--- src/rtl/cgm_pkg.sv ---
package cgm_pkg;

  typedef enum logic [2:0] {
    PH_IDLE      = 3'd0,
    PH_DISCHARGE = 3'd1,
    PH_HOLDOFF   = 3'd2,
    PH_FAST      = 3'd3,
    PH_TOPOFF    = 3'd4,
    PH_TRICKLE   = 3'd5,
    PH_DONE      = 3'd6,
    PH_INHIBIT   = 3'd7
  } chargePhase_e;

  // strobes from control to the slot timer
  typedef struct packed {
    logic       restart;     // phase changed this cycle
    logic       runCount;    // a pulsed phase is active
    logic       useTrickle;  // pick the trickle period
    logic [1:0] periodSel;   // trickle period code
  } timerStrobe_t;

endpackage

--- src/rtl/cgm_slot_timer.sv ---
module cgm_slot_timer
  import cgm_pkg::*;
#(
  parameter int ON_US           = 260,
  parameter int OFF_US          = 1820,
  parameter int TRICKLE_BASE_US = 133120
) (
  input  logic         clk,
  input  logic         rstN,
  input  logic         usTick,
  input  timerStrobe_t strobe,
  output logic         onWindow
);

  localparam int TRAIN_PERIOD = ON_US + OFF_US;
  localparam int MAX_TRICKLE  = TRICKLE_BASE_US * 4;
  localparam int MAX_PERIOD   = (MAX_TRICKLE > TRAIN_PERIOD) ? MAX_TRICKLE : TRAIN_PERIOD;
  localparam int CNT_W        = $clog2(MAX_PERIOD + 1);
  localparam int SEL_CODES    = 4;

  logic [CNT_W-1:0] lastTbl [SEL_CODES];
  logic [CNT_W-1:0] curLast;
  logic [CNT_W-1:0] cnt;

  // per select code, last count value of the period
  for (genvar g = 0; g < SEL_CODES; g++) begin : g_period
    if (g == 0) begin : g_train
      assign lastTbl[g] = CNT_W'(TRAIN_PERIOD - 1);
    end else begin : g_trickle
      localparam int P = TRICKLE_BASE_US << (g - 1);
      assign lastTbl[g] = CNT_W'(P - 1);
    end
  end

  always_comb begin
    if (strobe.useTrickle) curLast = lastTbl[strobe.periodSel];
    else                   curLast = lastTbl[0];
  end

  always_ff @(posedge clk) begin
    if (!rstN) begin
      cnt <= '0;
    end else if (strobe.restart) begin
      cnt <= '0;
    end else if (strobe.runCount && usTick) begin
      if (cnt >= curLast) cnt <= '0;
      else                cnt <= cnt + 1'b1;
    end
  end

  assign onWindow = (cnt < CNT_W'(ON_US));


  restart_zero_chk: assert property (@(posedge clk) disable iff (!rstN)
    strobe.restart |=> (cnt == '0));


  train_bound_chk: assert property (@(posedge clk) disable iff (!rstN)
    (strobe.runCount && !strobe.useTrickle && !strobe.restart) |-> (cnt <= CNT_W'(TRAIN_PERIOD - 1)));


  no_tick_hold_chk: assert property (@(posedge clk) disable iff (!rstN)
    (!usTick && !strobe.restart) |=> $stable(cnt));

endmodule

--- src/rtl/cgm_gate_ctrl.sv ---
module cgm_gate_ctrl
  import cgm_pkg::*;
(
  input  logic         clk,
  input  logic         rstN,
  input  chargePhase_e phase,
  input  logic         extGate,
  input  logic [1:0]   trickleSel,
  input  logic         displayInhibit,
  input  logic         senseLow,
  input  logic         senseHigh,
  input  logic         overVolt,
  input  logic         onWindow,
  output timerStrobe_t strobe,
  output logic         gateOut
);

  chargePhase_e prevPhase;
  logic         restart;
  logic         maintEnable;
  logic         pulseLevel;
  logic         heldLevel;
  logic         quietPhase;
  logic         nextGate;
  logic         gateReg;

  assign restart     = (phase != prevPhase);
  assign maintEnable = (trickleSel != 2'd0) && !displayInhibit;
  assign pulseLevel  = restart ? 1'b1 : onWindow;
  assign heldLevel   = restart ? 1'b0 : gateReg;
  assign quietPhase  = (phase == PH_IDLE) || (phase == PH_DISCHARGE) ||
                       (phase == PH_DONE) || (phase == PH_INHIBIT);

  always_comb begin
    strobe.restart    = restart;
    strobe.runCount   = (phase == PH_HOLDOFF) || (phase == PH_TOPOFF) || (phase == PH_TRICKLE);
    strobe.useTrickle = (phase == PH_TRICKLE);
    strobe.periodSel  = trickleSel;
  end

  always_comb begin
    unique case (phase)
      PH_FAST: begin
        if (extGate)        nextGate = 1'b1;
        else if (senseLow)  nextGate = 1'b1;
        else if (senseHigh) nextGate = 1'b0;
        else                nextGate = heldLevel;
      end
      PH_HOLDOFF: nextGate = pulseLevel;
      PH_TOPOFF,
      PH_TRICKLE: nextGate = maintEnable && pulseLevel;
      default:    nextGate = 1'b0;
    endcase
  end

  always_ff @(posedge clk) begin
    if (!rstN) begin
      prevPhase <= PH_IDLE;
      gateReg   <= 1'b0;
    end else begin
      prevPhase <= phase;
      gateReg   <= nextGate && !overVolt;
    end
  end

  assign gateOut = gateReg && !overVolt;


  overvolt_low_chk: assert property (@(posedge clk) disable iff (!rstN)
    overVolt |-> !gateOut);


  quiet_low_chk: assert property (@(posedge clk) disable iff (!rstN)
    quietPhase |=> !gateReg);


  switch_on_chk: assert property (@(posedge clk) disable iff (!rstN)
    (phase == PH_FAST && !extGate && senseLow && !overVolt) |=> gateReg);


  switch_off_chk: assert property (@(posedge clk) disable iff (!rstN)
    (phase == PH_FAST && !extGate && !senseLow && senseHigh) |=> !gateReg);


  gated_on_chk: assert property (@(posedge clk) disable iff (!rstN)
    (phase == PH_FAST && extGate && !overVolt) |=> gateReg);


  maint_off_chk: assert property (@(posedge clk) disable iff (!rstN)
    ((phase == PH_TOPOFF || phase == PH_TRICKLE) && !maintEnable) |=> !gateReg);


  first_slot_chk: assert property (@(posedge clk) disable iff (!rstN)
    (restart && phase == PH_HOLDOFF && !overVolt) |=> gateReg);

endmodule

--- src/rtl/charge_gate_mod.sv ---
module charge_gate_mod
  import cgm_pkg::*;
#(
  parameter int ON_US           = 260,
  parameter int OFF_US          = 1820,
  parameter int TRICKLE_BASE_US = 133120
) (
  input  logic       clk,
  input  logic       rstN,
  input  logic [2:0] phaseIn,
  input  logic       extGate,
  input  logic       usTick,
  input  logic [1:0] trickleSel,
  input  logic       displayInhibit,
  input  logic       senseLow,
  input  logic       senseHigh,
  input  logic       overVolt,
  output logic       gateOut
);

  timerStrobe_t strobe;
  logic         onWindow;
  chargePhase_e phase;

  assign phase = chargePhase_e'(phaseIn);

  cgm_gate_ctrl u_ctrl (
    .clk            (clk),
    .rstN           (rstN),
    .phase          (phase),
    .extGate        (extGate),
    .trickleSel     (trickleSel),
    .displayInhibit (displayInhibit),
    .senseLow       (senseLow),
    .senseHigh      (senseHigh),
    .overVolt       (overVolt),
    .onWindow       (onWindow),
    .strobe         (strobe),
    .gateOut        (gateOut)
  );

  cgm_slot_timer #(
    .ON_US           (ON_US),
    .OFF_US          (OFF_US),
    .TRICKLE_BASE_US (TRICKLE_BASE_US)
  ) u_timer (
    .clk      (clk),
    .rstN     (rstN),
    .usTick   (usTick),
    .strobe   (strobe),
    .onWindow (onWindow)
  );


  reset_low_chk: assert property (@(posedge clk)
    !rstN |=> !gateOut);

endmodule

--- config.mk ---
export PLATFORM = sky130hd
export DESIGN_NAME = charge_gate_mod
export DESIGN_NICKNAME = d
export VERILOG_FILES = /design/src/rtl/cgm_pkg.sv /design/src/rtl/cgm_slot_timer.sv /design/src/rtl/cgm_gate_ctrl.sv /design/src/rtl/charge_gate_mod.sv
export SDC_FILE = /design/constraint.sdc
export NUM_CORES = 1
export LEC_CHECK = 0
export CAP_MARGIN = 25
export CORE_UTILIZATION = 35
export CTS_BUF_LIST = sky130_fd_sc_hd__clkbuf_8
export DETAILED_ROUTE_END_ITERATION = 7
export GPL_ROUTABILITY_DRIVEN = 0
export GPL_TIMING_DRIVEN = 0
export SLEW_MARGIN = 10
export SYNTH_ARGS = -nofsm -noshare
export SYNTH_HDL_FRONTEND = slang
export SYNTH_SLANG_ARGS = --single-unit
--- constraint.sdc ---
create_clock -name clk -period 4.9 [get_ports clk]
set_input_delay 0.98 -clock clk [delete_from_list [all_inputs] [get_ports clk]]
set_output_delay 0.98 -clock clk [all_outputs]
set_load 0.005 [all_outputs]
==> flow_metrics.env, run 1 <==
export IMPL_status="completed"
export IMPL_drtIter0Drc=41
export IMPL_clkPwrFrac=0.336
export IMPL_cts_sinks=24
export IMPL_syn_num_nets=200
export IMPL_die_h_um=69.88
export IMPL_antenna_found_initial=0
export IMPL_hpwl_um=2516
export IMPL_dr_total_vias=1310
export IMPL_clock_skew_ps=5.061
export IMPL_clk_path_buf_depth=2
export IMPL_ys_flop_type="dfxtp_1"
export IMPL_synth_most_common_cell="dfxtp_1"
export IMPL_ys_warn_count=0
export IMPL_relSlewSlack=0.5291
export IMPL_power_frac_comb=0.093
export IMPL_required_ps=5100
export IMPL_hp_class="reg -> reg"
export IMPL_fin_crit_ps=3911
export IMPL_crit_slowest_cell="clkdlybuf4s50_1"
export IMPL_cts_setup_buffers=0
export IMPL_dieArea_sq_mm=0.004883
export IMPL_synthArstFlopShare=0
export IMPL_grt_overflow_total=0
export IMPL_crit_chain="clkdlybuf4s50_1 > nor2b_1 > clkbuf_1 > nand4_1 > ha_1 > and2_1 > a221oi_1 > o21ai_0 > o31a_1 > buf_6 > nor3b_2"
export IMPL_worst_slew_pin_transition_ps=705.6
export IMPL_ctsResizeCount=0
export IMPL_cts_tree="yes"
export IMPL_total_power_mw=0.3451
export IMPL_final_setup_viol_count=0
export IMPL_wl_per_cell_um=13.96
export IMPL_ir_drop_uv=96.81
export IMPL_worstSkewPairLatency_ps=270
export IMPL_yosysSeqAreaShare=0.2979
export IMPL_clockRootBuffer="clkbuf_8"
export IMPL_htree_levels=1
export IMPL_p_switching_mw=0.07648
export IMPL_p_int_mw=0.2687
export IMPL_final_cells=242
export IMPL_synth_seq_cells=24
export IMPL_arrival_ps=4110
export IMPL_drtPass1Iterations=4
export IMPL_end_kind="flip-flop"
export IMPL_switching_share=0.2216
export IMPL_synth_common_cells="dfxtp_1 (24), xnor2_1 (17), nor3b_2 (16)"
export IMPL_syn_area_sq_mm=0.001613
export IMPL_pin_count=14
export IMPL_drt_wl_total_um=3378
export IMPL_io_buffers=12
export IMPL_path_max_fanout=10
export IMPL_fill_cells=453
export IMPL_drtAntennaViolNets=0
export IMPL_num_rows=24
export IMPL_crit_path_start_kind="primary input"
export IMPL_design_core_area_sq_mm=0.004384
export IMPL_critical_path_class="in -> reg"
export IMPL_fin_crit_sh=0.7981
export IMPL_initial_core_util=0.3679
export IMPL_num_antenna_cells=0
export IMPL_fin_area_sq_mm=0.001839
export IMPL_placed_area_sq_mm=0.001798
export IMPL_seq_power_share=0.572
export IMPL_synth_area_leaders="dfxtp_1 (30%), nor3b_2 (12%), ha_1 (9.3%), xnor2_1 (9.2%), nor2_1 (3.0%)"
export IMPL_synth_top_area_frac=0.2979
export IMPL_layout_drive_gt1_share=0.1211
export IMPL_drv_slew=0
export IMPL_pwr_density_cell_mw_per_mm2=187.7
export IMPL_area_growth_pct=14.04
export IMPL_synth_edf_count=0
export IMPL_grt_pass1_wl_um=5678
export IMPL_fin_nets=217
export IMPL_slowest_delay_ps=560
export IMPL_cap_violations=0
export IMPL_postSynthCellCount=175
export IMPL_rsz0062_at_grt="false"
export IMPL_avgViaCountPerCell=5.413
export IMPL_numCtsBuffers=3
export IMPL_ys_types=41
export IMPL_leakage_nw=0.6115
export IMPL_grt_max_degree=13
export IMPL_yosysTopAreaCell="dfxtp_1"
export IMPL_tns_ps=0
export IMPL_clk_pin_slew_worst_paths_ps=80
export IMPL_die_w_um=69.88
export IMPL_fmax_mhz=255.7
export IMPL_grtUsageTotal=0.1436
export IMPL_hold_viol_final=0
export IMPL_place_inst=239
export IMPL_avgSynthCellArea_sq_um=9.216
export IMPL_drc=0
export IMPL_postCtsHoldBufs=0
export IMPL_grt_pass1_vias=1209
## power groups by stage
stage	clock network [mW]	registers, mW	logic [mW]
after floorplan	0	0.202	0.0160
after global placement	0	0.202	0.0321
after detailed placement	0	0.202	0.0321
after CTS	0.124	0.197	0.0324
after global routing	0.128	0.198	0.0348
final	0.116	0.197	0.0319
## cells by family (layout without fill, tap and decap cells)
group / count (synthesis) / in the layout / synth area share
DFF: 24 / 24 / 0.2979
buffers and inverters: 9 / 24 / 0.03103
and+or+nand+nor: 83 / 83 / 0.3507
xor gates and xnor gates: 21 / 21 / 0.1140
AOI/OAI and AO/OA: 25 / 25 / 0.1071
adders and majority gates: 12 / 12 / 0.09309
muxes: 1 / 1 / 0.006207
## sequential cells by signal, indices dropped and copies added, names as in the netlist
name / count
u_timer.cnt: 20
u_ctrl.gateReg: 1
u_ctrl.prevPhase: 3
## through the flow
| step | hold slack (ps) | setup WS [ps] | util |
|---|---|---|---|
| floorplan | 549.2 | 1807 | - |
| global placement | 573.5 | 736.1 | 0.4101 |
| detailed placement | 573.1 | 725.0 | 0.4101 |
| CTS | 591.1 | 991.3 | 0.4195 |
| global route | 605.6 | 709.2 | 0.4195 |
| finish | 584.8 | 989.4 | 0.4195 |
## layout make-up
type / instances / area, sq um / area share
multi-input cells: 142 / 1082 / 0.5884
flip-flops and latches: 24 / 480.5 / 0.2612
repair buffers: 12 / 120.1 / 0.06531
well taps: 52 / 65.06 / 0.03537
plain buffers: 7 / 42.54 / 0.02313
clock buffers: 3 / 41.29 / 0.02245
inverters: 2 / 7.507 / 0.004082
## routing by layer
metal	vias up	wire length (um)	global-route usage	share of wire
met5	-	0	0	0
met4	0	44	0.05333	0.013
met3	4	131	0.02309	0.039
met2	25	1432	0.2105	0.42
met1	604	1770	0.2100	0.52
li1	677	-	-	-
## critical path, delay by kind of cell
| family | cells | cell delay [ps] |
|---|---|---|
| adders and majority gates | 1 | 330 |
| AOI/OAI and AO/OA | 3 | 810 |
| buffers and inverters | 3 | 1140 |
| and+or+nand+nor | 4 | 840 |
## final timing paths
kind                      to  slack [ps]  cells after the start            start
min reg2reg   u_timer.cnt[0]         580                      3   u_timer.cnt[0]
max reg2reg  u_timer.cnt[15]        2850                      7  u_timer.cnt[19]
min           u_timer.cnt[0]         580                      3   u_timer.cnt[0]
max          u_timer.cnt[15]         990                     11       phaseIn[2]
## placed cells by master (no fill, tap or decap), types with 2 or more instances in the layout
cell             netlist  layout
nor3b_2               16      16
inv_1                  2       2
a21oi_1                3       3
nor2b_1                2       2
dfxtp_1               24      24
nor2_1                13      13
and4_1                 2       2
o21ai_0                5       5
o31a_1                 2       2
xor2_1                 4       4
or4_1                  2       2
ha_1                  12      12
o211ai_1               4       4
xnor2_1               17      17
nand4_1                5       5
clkbuf_8               0       3
nand2_1               11      11
nand4b_1               2       2
nor3_1                 8       8
nor4_1                 2       2
and3_1                 6       6
buf_6                  2       2
clkbuf_1               4       4
o2111ai_1              2       2
and2_1                 5       5
clkdlybuf4s50_1        0      12
nand3_1                4       4
Note: power is estimated with default switching activity, not from simulation.
==> run 2, diff against run 1 <==
Clock period 4.9 ns to 3.95 ns, I/O delays scaled along.
==> run 2 against run 1 <==
Against the previous run: worst hold slack hardly changed; combinational power is 24% higher; final area hardly changed; sequential share of layout area hardly changed.
==> flow_metrics.env, run 2 (synthesis results as in run 1) <==
export IMPL_fin_crit_sh=0.8989
export IMPL_drtIter0Drc=41
export IMPL_path_delay_family="buffers and inverters"
export IMPL_drc=0
export IMPL_fmax_mhz=281.6
export IMPL_cap_violations=0
export IMPL_mostFrequentLayoutCells="dfxtp_1 (24), xnor2_1 (17), nor3b_2 (16)"
export IMPL_num_antenna_cells=0
export IMPL_num_rows=24
export IMPL_area_growth_pct=14.12
export IMPL_antenna_found_initial=0
export IMPL_regMostFlops="u_timer.cnt"
export IMPL_wl_per_cell_um=13.95
export IMPL_dieArea_sq_mm=0.004883
export IMPL_clk_path_buf_depth=2
export IMPL_cts_tree="yes"
export IMPL_fin_area_sq_mm=0.001841
export IMPL_ff2ff_path_depth=7
export IMPL_path_depth=11
export IMPL_initial_core_util=0.3679
export IMPL_rsz0062_at_grt="false"
export IMPL_fin_nets=217
export IMPL_htree_levels=1
export IMPL_grt_pass1_vias=1209
export IMPL_fin_util=0.4198
export IMPL_path_max_fanout=10
export IMPL_grt_busiest_layer="met2"
export IMPL_worst_slew_pin_transition_ps=705.6
export IMPL_largest_reg_flops=20
export IMPL_numCtsBuffers=3
export IMPL_leakage_nw=0.6147
export IMPL_critical_path_class="in -> reg"
export IMPL_pwr_density_cell_mw_per_mm2=232.5
export IMPL_cts_sinks=24
export IMPL_final_common_cell="dfxtp_1"
export IMPL_grt_max_degree=13
export IMPL_crit_path_start_kind="primary input"
export IMPL_worstSkewPairLatency_ps=270
export IMPL_ir_drop_uv=119.7
export IMPL_drv_slew=0
export IMPL_slowest_delay_ps=560
export IMPL_end_kind="flip-flop"
export IMPL_cts_setup_buffers=0
export IMPL_gr_usage_met3=0.02309
export IMPL_die_w_um=69.88
export IMPL_avgViaCountPerCell=5.430
export IMPL_crit_slowest_cell="clkdlybuf4s50_1"
export IMPL_design_core_area_sq_mm=0.004384
export IMPL_hp_class="reg -> reg"
export IMPL_hpwl_um=2516
export IMPL_fill_cells=452
export IMPL_required_ps=4150
export IMPL_multi_input_area_sq_mm=0.001082
export IMPL_crit_chain="clkdlybuf4s50_1 > nor2b_1 > clkbuf_2 > nand4_1 > ha_1 > and2_1 > a221oi_1 > o21ai_0 > o31a_1 > buf_6 > nor3b_2"
export IMPL_clockRootBuffer="clkbuf_8"
export IMPL_grt_overflow_total=0
export IMPL_io_buffers=12
export IMPL_drtPass1Iterations=4
export IMPL_pin_count=14
export IMPL_seq_area_sq_um=480.5
export IMPL_clk_pin_slew_worst_paths_ps=80
export IMPL_hold_viol_final=0
export IMPL_drtAntennaViolNets=0
export IMPL_grt_use_met2=0.2105
export IMPL_hold_depth=3
export IMPL_arrival_ps=3750
export IMPL_clock_skew_ps=4.678
export IMPL_grt_pass1_wl_um=5678
export IMPL_grtUsageTotal=0.1436
export IMPL_layout_drive_gt1_share=0.1263
export IMPL_fin_crit_ps=3551
export IMPL_drt_wl_total_um=3375
export IMPL_dr_total_vias=1314
export IMPL_relSlewSlack=0.5291
export IMPL_placed_area_sq_mm=0.001798
export IMPL_status="completed"
export IMPL_final_setup_viol_count=0
export IMPL_met1_usage=0.2100
export IMPL_top_regs="u_timer.cnt x20, u_ctrl.prevPhase x3, u_ctrl.gateReg x1"
export IMPL_critical_path_buf_inv_count=3
export IMPL_die_h_um=69.88
[run 2: changes by cell type in the layout (fill, tap and decap cells not counted)]
cell	delta
clkbuf_1	-1
clkbuf_2	+1
[run 2: layout make-up]
class	instances	share of cell area
flip-flops and latches	24	0.2610
inverters	2	0.004079
clock buffers	3	0.02243
multi-input cells	142	0.5880
well taps	52	0.03535
plain buffers	7	0.02379
repair buffers	12	0.06526
[run 2: worst min-delay path, delay by kind of cell (launching register included)]
kind,cells,cell delay (ps)
xor+xnor,1,90
flops,1,370
simple gates,2,90
[run 2: report_power, final]
part           leakage, nW  switching [mW]  internal, mW
logic                0.399          0.0184        0.0213
registers            0.194        0.000939         0.244
clock network       0.0216          0.0752        0.0683
[run 2: final timing paths]
path,startpoint,slack (ps),endpoint
setup / recovery,phaseIn[2],400,u_timer.cnt[15]
hold / removal,u_timer.cnt[0],580,u_timer.cnt[0]
setup reg to reg,u_timer.cnt[19],1900,u_timer.cnt[15]
hold reg to reg,u_timer.cnt[0],580,u_timer.cnt[0]
[run 2: timing repair]
item,in CTS,in global routing
resized for setup,0,2
hold buffers,0,0
endpoints found under the hold margin,0,0
setup endpoints to repair,0,15
[run 2: through the flow]
step	power (mW)	std cells	hold WS (ps)	worst slack (ps)	setup TNS [ps]
finish	0.4280	242	584.8	399.2	0
global route	0.4473	242	605.6	130.3	0
CTS	0.4385	242	591.1	231.3	0
detailed placement	0.2904	239	573.1	-34.96	-361.2
global placement	0.2902	239	573.5	-23.92	-295.6
floorplan	0.2703	175	549.2	1047	0
[run 2: layer usage]
layer  vias to the layer above  part of all wire
li1                        677                 -
met1                       608              0.52
met2                        25              0.42
met3                         4             0.039
met4                         0             0.013
met5                         -                 0
